## config.mk

```make
export PLATFORM = sky130hd
export DESIGN_NAME = wsteer_top
export DESIGN_NICKNAME = d
export VERILOG_FILES = /design/src/rtl/wsteer_pkg.sv /design/src/rtl/wsteer_lanes.sv /design/src/rtl/wsteer_seq.sv /design/src/rtl/wsteer_top.sv
export SDC_FILE = /design/constraint.sdc
export NUM_CORES = 1
export LEC_CHECK = 0
export BUFFER_PORTS_ARGS = -buffer_cell sky130_fd_sc_hd__buf_2
export CORE_ASPECT_RATIO = 2
export CORE_MARGIN = 2
export CORE_UTILIZATION = 46
export CTS_CLUSTER_DIAMETER = 80
export DETAILED_ROUTE_END_ITERATION = 10
export PLACE_DENSITY_LB_ADDON = 0.3
export SETUP_SLACK_MARGIN = 0.02
export SYNTH_ARGS = -nofsm -noshare
export SYNTH_HDL_FRONTEND = slang
export SYNTH_SLANG_ARGS = --single-unit
```

## constraint.sdc

```tcl
create_clock -name clk -period 1.88 [get_ports clk]
set_clock_uncertainty 0.05 [all_clocks]
set_input_delay 0.094 -clock clk [delete_from_list [all_inputs] [get_ports clk]]
set_output_delay 0.094 -clock clk [all_outputs]
set_load 0.01 [all_outputs]
```

## src/rtl/wsteer_pkg.sv

```systemverilog
package wsteer_pkg;

    localparam int LANES    = 4;
    localparam int LANE_W   = 8;
    localparam int DATA_W   = LANES * LANE_W;
    localparam int HALF     = LANES / 2;

    typedef enum logic [1:0] {
        ST_IDLE = 2'd0,
        ST_ADDR = 2'd1,
        ST_WAIT = 2'd2
    } bus_state_e;

    typedef struct packed {
        logic [LANES-1:0]  be_n;
        logic [DATA_W-1:0] data;
    } lane_word_t;

    // Expand an active-low enable nibble into a per-bit keep mask.
    function automatic logic [DATA_W-1:0] lane_mask(input logic [LANES-1:0] be_n);
        logic [DATA_W-1:0] m;
        for (int i = 0; i < LANES; i++) begin
            m[i*LANE_W +: LANE_W] = {LANE_W{~be_n[i]}};
        end
        return m;
    endfunction

    // True when enabled lanes exist in both the lower and the upper half.
    function automatic logic spans_halves(input logic [LANES-1:0] be_n);
        return (~&be_n[HALF-1:0]) && (~&be_n[LANES-1:HALF]);
    endfunction

    // Upper-half-only patterns also drive their bytes onto the lower half.
    function automatic logic upper_only(input logic [LANES-1:0] be_n);
        return (&be_n[HALF-1:0]) && (~&be_n[LANES-1:HALF]);
    endfunction

endpackage

```

## src/rtl/wsteer_lanes.sv

```systemverilog
module wsteer_lanes
    import wsteer_pkg::*;
(
    input  lane_word_t src,
    output lane_word_t dst
);
    localparam int HALF_W = DATA_W / 2;

    logic [DATA_W-1:0] kept;

    always_comb begin
        kept = src.data & lane_mask(src.be_n);
        dst.be_n = src.be_n;
        if (upper_only(src.be_n)) begin
            // Lower half mirrors the (masked) upper half.
            dst.data = {kept[DATA_W-1:HALF_W], kept[DATA_W-1:HALF_W]};
        end else begin
            dst.data = kept;
        end
    end

endmodule

```

## src/rtl/wsteer_seq.sv

```systemverilog
module wsteer_seq
    import wsteer_pkg::*;
(
    input  logic              clk,
    input  logic              rst,
    input  logic              start,
    input  logic [LANES-1:0]  wr_be_n,
    input  logic [DATA_W-1:0] wr_data,
    input  logic              ack_n,
    input  logic              size16_n,
    output logic              busy,
    output logic              addr_phase,
    output logic              done,
    output lane_word_t        cur
);
    localparam logic [LANES-1:0] LOW_OFF = {{(LANES-HALF){1'b0}}, {HALF{1'b1}}};

    bus_state_e        state_q;
    logic              second_q;
    logic              done_q;
    logic [LANES-1:0]  be_q;
    logic [DATA_W-1:0] data_q;
    logic              finish;
    logic              split;

    assign split  = !second_q && !size16_n && spans_halves(be_q);
    assign finish = (state_q == ST_WAIT) && !ack_n && !split;

    always_ff @(posedge clk) begin
        if (rst) begin
            state_q  <= ST_IDLE;
            second_q <= 1'b0;
            done_q   <= 1'b0;
            be_q     <= '1;
            data_q   <= '0;
        end else begin
            done_q <= finish;
            unique case (state_q)
                ST_IDLE: begin
                    second_q <= 1'b0;
                    if (start) begin
                        be_q    <= wr_be_n;
                        data_q  <= wr_data;
                        state_q <= ST_ADDR;
                    end
                end
                ST_ADDR: state_q <= ST_WAIT;
                ST_WAIT: begin
                    if (!ack_n) begin
                        if (split) begin
                            second_q <= 1'b1;
                            state_q  <= ST_ADDR;
                        end else begin
                            state_q  <= ST_IDLE;
                        end
                    end
                end
                default: state_q <= ST_IDLE;
            endcase
        end
    end

    always_comb begin
        busy       = (state_q != ST_IDLE);
        addr_phase = (state_q == ST_ADDR);
        done       = done_q;
        if (!busy) begin
            cur.be_n = '1;
            cur.data = '0;
        end else begin
            cur.be_n = second_q ? (be_q | LOW_OFF) : be_q;
            cur.data = data_q;
        end
    end

endmodule

```

## src/rtl/wsteer_top.sv

```systemverilog
module wsteer_top
    import wsteer_pkg::*;
(
    input  logic              clk,
    input  logic              rst,
    input  logic              start,
    input  logic [LANES-1:0]  wr_be_n,
    input  logic [DATA_W-1:0] wr_data,
    input  logic              ack_n,
    input  logic              size16_n,
    output logic              busy,
    output logic              bus_start,
    output logic [LANES-1:0]  bus_be_n,
    output logic [DATA_W-1:0] bus_data,
    output logic              done
);
    lane_word_t seq_word;
    lane_word_t phys_word;

    wsteer_seq u_seq (
        .clk        (clk),
        .rst        (rst),
        .start      (start),
        .wr_be_n    (wr_be_n),
        .wr_data    (wr_data),
        .ack_n      (ack_n),
        .size16_n   (size16_n),
        .busy       (busy),
        .addr_phase (bus_start),
        .done       (done),
        .cur        (seq_word)
    );

    wsteer_lanes u_lanes (
        .src (seq_word),
        .dst (phys_word)
    );

    assign bus_be_n = phys_word.be_n;
    assign bus_data = phys_word.data;

endmodule

```

==> results.tsv, run 1 <==
stage	metric	value	unit
run_status	status	complete, no violations	
logic_synthesis	synth.distinct_cells	20	
power	p_int	1.49	mW
global_routing	antenna_found_initial	0	
logic_synthesis	synthSimpleGateAreaFrac	0.196	
sta	timing.fmax	569	MHz
drt	wl_per_cell	13.5	um
floorplan	fp.dieW	48.1	um
power	power_density	746	mW/mm^2
clocking	path_clk_slew	70	ps
worst_setup_path	crit_type	reg2out	
power	switching_share	0.249	
place	pre_cts_ws	314	ps
power	p_comb_frac	0.173	
worst_setup_path	cpMaxStageDelayCell	dfxtp_1	
sta	layout_worst_path_cycle_share	0.935	
global_routing	grt_max_degree	22	
worst_setup_path	crit_family	simple AND/OR/NAND/NOR gates	
floorplan	placementRows	32	
worst_setup_path	crit_cells	5	
clocking	h-tree-depth	2	
logic_synthesis	syn_area	0.00179	sq mm
floorplan	die_area	0.00443	sq mm
logic_synthesis	synth_adder_area_share	0	
clocking	cts_tree	yes	
floorplan	die_h	92.1	um
sta	layout_setup_ws	123	ps
sta	min_period	1760	ps
power	p_leak	1.30	nW
drt	vias	1675	
clocking	numCtsBuffers	5	
finish	final_net_count	334	
clocking	insertion_delay	290	ps
power	clkPwrFrac	0.344	
drt	drc	0	
logic_synthesis	muxShareOfSynthArea	0.179	
sta	tightest_slew	380	ps
power	pwr-share-seq	0.483	
drt	via_per_inst	4.86	
drt	finalWirelength	4670	um
finish	drive_gt1_frac	0.350	
floorplan	initial_core_util	0.469	
logic_synthesis	syn_nets	219	
logic_synthesis	synth_top_family_by_area	simple AND/OR/NAND/NOR gates	
worst_setup_path	crit_fanout	10	
worst_setup_path	crit_required	1740	ps
worst_setup_path	path_cells	nor2_4 -> nor3_2 -> buf_4 -> a22o_1 -> buf_2	
power	total_power	1.98	mW
global_routing	overflow	0	
drt	met1_length	1780	um
sta	setup_viol	0	
place	portBuffers	79	
sta	rsz0062_at_grt	false	
drt	firstDrtPassIters	4	
logic_synthesis	synth-compound-area-share	0.118	
worst_setup_path	cp-startpoint	u_seq.state_q[1]	
drt	antenna_left	0	
global_routing	grt_pass1_vias	1675	
place	place_congestion	0.742	
run	maxCapViolations	0	
sta	fin_tns_setup	0	ps
worst_setup_path	reg2reg_depth	4	
logic_synthesis	yosysWarnings	0	
power	peakVddDrop	0.673	mV
finish	n_antenna_cell	0	
global_routing	grt_use_total	0.230	
floorplan	io_pins	80	
floorplan	fp.coreArea	0.00380	sq mm
worst_setup_path	rr_endpoint	u_seq.data_q[4]	
sta	report.final.slew_viol_count	0	
power	switchingPower	493	uW
drt	dr_wl_met3	211	um
finish	area_growth_syn_to_layout	48.7	%
sta	maxSlewHeadroom	0.747	
place	hpwl	3300	um
worst_setup_path	cp-start-kind	flip-flop	
logic_synthesis	ys_seq_area_frac	0.448	
logic_synthesis	synth_xor_area_frac	0	
drt	drt_iter0_drc	13	
clocking	clock_sinks	40	
worst_setup_path	critPathCapture	bus_data[5]	
logic_synthesis	synthCells	178	
worst_setup_path	cp.arrival	1610	ps
worst_setup_path	critPathMaxStageDelay	390	ps
global_routing	grt_pass1_wl	7380	um
clocking	clk_path_buf_depth	2	
worst_setup_path	reg2reg_from	u_seq.state_q[1]	
finish	final_util	0.698	
clocking	cts-root-buf	clkbuf_8	
worst_setup_path	rrSetupSlack	400	ps
sta	finalHoldViolations	0	
drt	top_layer	met4	
drt	wl_met2	2560	um
worst_setup_path	critPathBufInv	2	
logic_synthesis	ys_ff_latch	40	
worst_setup_path	worstSetupEndpointType	output port	
logic_synthesis	syn_area_per_cell	10.0	sq um
worst_hold_path	min_path_type	in2reg	
-- state kept, by name (all words and copies together) (netlist names) --
name	flops
u_seq.data_q	32
u_seq.be_q	4
u_seq.state_q	2
u_seq.done	1
u_seq.second_q	1
-- stage by stage --
| step | instance area (sq um) | instances | hold slack [ps] |
|---|---|---|---|
| global route | 2660 | 345 | 7.33 |
| CTS | 2630 | 344 | 0.106 |
| finish | 2660 | 345 | 3.19 |
| detailed placement | 2220 | 307 | 254 |
| floorplan | 1790 | 178 | 162 |
| global placement | 2220 | 307 | 246 |
-- metal layers --
metal	vias up	track usage
li1	842	-
met1	747	0.230
met2	73	0.416
met3	13	0.0433
met4	0	0.0991
met5	-	0
-- Yosys cell counts --
master,number,area share
or4_1,1,0.0042
nor2_1,36,0.076
dfxtp_1,40,0.45
and2_1,16,0.056
a21oi_1,4,0.011
nor2b_1,4,0.014
a22o_1,16,0.078
o2bb2ai_1,1,0.0049
and2b_1,2,0.0084
nor3b_2,1,0.0070
inv_1,5,0.011
buf_6,1,0.0063
nor2_2,1,0.0035
nand2_1,2,0.0042
mux2i_1,32,0.18
o22ai_1,1,0.0035
a211o_1,4,0.020
nor3_2,4,0.022
buf_12,3,0.034
clkbuf_1,4,0.0084
-- power groups by stage --
stage | Combinational, mW | Clock, mW | Sequential [mW]
floorplan | 0.213 | 0 | 0.957
global placement | 0.282 | 0 | 0.971
detailed placement | 0.287 | 0 | 0.971
CTS | 0.338 | 0.702 | 0.954
global route | 0.376 | 0.749 | 0.963
finish | 0.343 | 0.680 | 0.957
-- final cells by class --
type                       count  area (sq um)
tap                           51          63.8
clock inverter                 2          35.0
fill                         294          1150
inverter                       5          18.8
timing repair buffer         116           758
sequential                    40           801
clock buffer                   6          72.6
multi-input combinational    125           906
-- worst register-to-register path: stages (launching register included) --
cell	delay, ps
dfxtp_1	390
nor3b_4	290
buf_4	310
mux2i_1	260
nor2_1	60
-- cells by family after synthesis --
| kind of cell | Yosys count |
|---|---|
| muxes | 32 |
| DFF | 40 |
| and+or+nand+nor | 67 |
| AOI/OAI and AO/OA | 26 |
| buffers and inverters | 13 |
-- placed cells by master, fill, tap and decap left out, types with 3 or more instances in the layout --
master and count:
a22o_1 16, nor2b_1 4, dfxtp_1 40, mux2i_1 32, a211o_1 4, nor3_2 3, buf_2 79, clkbuf_8 5
inv_1 5, buf_4 7, nor2_1 34, a21oi_1 3, and2_1 16, dlygate4sd3_1 29
-- what timing repair did --
| item | 4_1_cts | 5_1_grt |
|---|---|---|
| buffers inserted | 0 | 1 |
| endpoints found under the setup margin | 8 | 31 |
| pin swaps | 0 | 1 |
| hold endpoints to repair | 29 | 0 |
| gates cloned | 0 | 0 |
| hold buffers | 29 | 0 |
| gates resized for setup | 2 | 3 |
-- worst min path at each step --
stage	from	depth (start not counted)	slack (ps)	endpoint
after floorplan	wr_be_n[1]	1	160	u_seq.be_q[1]
after global placement	wr_be_n[1]	2	250	u_seq.be_q[1]
after detailed placement	wr_be_n[3]	2	250	u_seq.be_q[3]
after CTS	wr_data[18]	3	0.1	u_seq.data_q[18]
after global routing	wr_data[16]	3	7	u_seq.data_q[16]
final	wr_data[12]	3	3	u_seq.data_q[12]
(Power assumes the default switching activity.)
==> run 2: changes to the inputs <==
CORE_UTILIZATION = 50   (was 46)
clock period = 2.1 ns   (was 1.88 ns; I/O delays follow)
==> results.tsv, run 2 (synthesized netlist as in run 1, its figures left out) <==
stage	metric	value	unit	change
drt	drt_iter0_drc	24		+11
worst_setup_path	reg2reg_depth	4		unchanged
global_routing	overflow	0		unchanged
drt	vias	1575		-6.0%
worst_setup_path	reg2reg_from	u_seq.state_q[1]		
worst_setup_path	crit_required	1950	ps	+210 ps
worst_setup_path	worstSetupEndpointType	output port		
power	clkPwrFrac	0.317		-0.027
sta	tightest_slew	709	ps	+329 ps
clocking	h-tree-depth	2		unchanged
finish	layout_common_cells	79 x buf_2, 40 x dfxtp_1, 36 x nor2_1		
drt	drc	0		unchanged
power	total_power	1.63	mW	-18%
finish	area_growth_syn_to_layout	32.7	%	
power	p_leak	1.17	nW	-9.6%
finish	layout_commonest_cell	buf_2		
global_routing	grt_max_degree	41		+86%
sta	layout_worst_path_cycle_share	0.901		
clocking	post_cts_buffers	0		unchanged
run	maxCapViolations	0		unchanged
worst_hold_path	hp-start	wr_data[7]		
finish	n_antenna_cell	0		unchanged
floorplan	die_area	0.00409	sq mm	-7.5%
run_status	status	complete, no violations		
finish	largest_reg_flops	32		unchanged
floorplan	die_h	88.5	um	-3.9%
power	p_comb_frac	0.160		-0.013
power	p_int	1.21	mW	-19%
sta	maxSlewHeadroom	0.527		-0.219
drt	wl_per_cell	13.1	um	-3.6%
global_routing	antenna_found_initial	0		unchanged
sta	min_period	1890	ps	
clocking	cts_tree	yes		
finish	top_regs	u_seq.data_q: 32 flops, u_seq.be_q: 4 flops, u_seq.state_q: 2 flops		
floorplan	placementRows	30		-6.3%
place	pre_cts_ws	533	ps	+219 ps
sta	report.final.slew_viol_count	0		unchanged
floorplan	fp.dieW	46.3	um	-3.7%
finish	fill_cells	290		-1.4%
drt	via_per_inst	4.97		+2.3%
clocking	path_clk_slew	70	ps	about the same
power	switching_share	0.259		+0.00943
sta	fin_tns_setup	0	ps	unchanged
floorplan	io_pins	80		unchanged
place	place_congestion	0.738		-0.47%
place	hpwl	2960	um	-10%
finish	drive_gt1_frac	0.353		+0.00282
clocking	insertion_delay	280	ps	about the same
worst_setup_path	cp.arrival	1740	ps	+130 ps
worst_setup_path	rrSetupSlack	610	ps	+210 ps
sta	hold_ws	4.23	ps	+1.04 ps
clocking	clock_sinks	40		unchanged
drt	finalWirelength	4140	um	-11%
power	peakVddDrop	0.614	mV	-8.9%
worst_setup_path	cp-start-kind	flip-flop		
worst_setup_path	crit_fanout	10		unchanged
power	switchingPower	421	uW	-15%
drt	antenna_left	0		unchanged
sta	finalHoldViolations	0		unchanged
worst_setup_path	rr_endpoint	u_seq.be_q[1]		
floorplan	fp.coreArea	0.00342	sq mm	-10%
finish	regMostFlops	u_seq.data_q		
worst_hold_path	holdPathStages	3		unchanged
sta	timing.fmax	528	MHz	
global_routing	grt_use_total	0.207		-0.0228
sta	setup_viol	0		unchanged
power	pwr-share-seq	0.523		+0.040
worst_hold_path	hold-path-endpoint	u_seq.data_q[7]		
sta	rsz0062_at_grt	false		
power	power_density	687	mW/mm^2	-7.9%
sta	layout_setup_ws	207	ps	+84.1 ps
clocking	clk_path_buf_depth	2		unchanged
global_routing	grt_pass1_vias	1453		-13%
floorplan	initial_core_util	0.523		+0.0533
finish	final_net_count	309		-7.5%
place	portBuffers	79		unchanged
worst_hold_path	min_path_type	in2reg		
clocking	numCtsBuffers	5		unchanged
clocking	cts-root-buf	clkbuf_8		
worst_setup_path	crit_type	reg2out		
global_routing	grt_pass1_wl	6200	um	-16%
drt	firstDrtPassIters	4		unchanged
-- run 2: repair_timing --
item                      4_1_cts  5_1_grt
hold buffers                    9        1
gates resized for setup         0        0
hold endpoints to repair        9        1
-- run 2: metrics by stage --
| stage | cells | instance area, sq um | utilization |
|---|---|---|---|
| 6_report | 317 | 2370 | 0.693 |
| 3_3_place_gp | 299 | 2180 | 0.637 |
| 3_5_place_dp | 299 | 2180 | 0.637 |
| 5_1_grt | 317 | 2370 | 0.693 |
| 2_1_floorplan | 178 | 1790 | - |
| 4_1_cts | 316 | 2360 | 0.690 |
-- run 2: how the worst max path moves through the flow --
stage,startpoint,to,slack [ps],cells past startpoint
CTS,u_seq.state_q[0],bus_data[1],220,4
detailed placement,u_seq.state_q[0],bus_data[1],530,4
floorplan,u_seq.state_q[1],u_seq.data_q[0],800,5
global route,u_seq.state_q[0],bus_data[1],70,4
finish,u_seq.state_q[0],bus_data[10],210,4
global placement,u_seq.state_q[0],bus_data[1],570,4
-- run 2: layout make-up --
type	count	area, sq um	share of cell area
tap	48	60.1	0.0254
clock buffer	6	82.6	0.0349
sequential	40	801	0.338
timing repair buffer	91	510	0.216
inverter	5	18.8	0.00792
clock inverter	2	10.0	0.00423
multi-input combinational	125	886	0.374
-- run 2: worst max-delay path: stages (launching register included) --
cell and delay [ps]:
dfxtp_1 430, nor2_2 140, nor3_2 500, a22o_1 250, buf_2 140
-- run 2: power groups by stage --
stage / Clock, mW / Combinational, mW / Sequential [mW]
2_1_floorplan: 0 / 0.191 / 0.856
3_3_place_gp: 0 / 0.244 / 0.867
3_5_place_dp: 0 / 0.247 / 0.868
4_1_cts: 0.531 / 0.262 / 0.851
5_1_grt: 0.569 / 0.287 / 0.858
6_report: 0.516 / 0.260 / 0.851
-- run 2: per-layer routing --
metal  GRT usage  wire (um)
met5           0          0
met4      0.0727         33
met3      0.0367        179
met2       0.376       2290
met1       0.227       1630
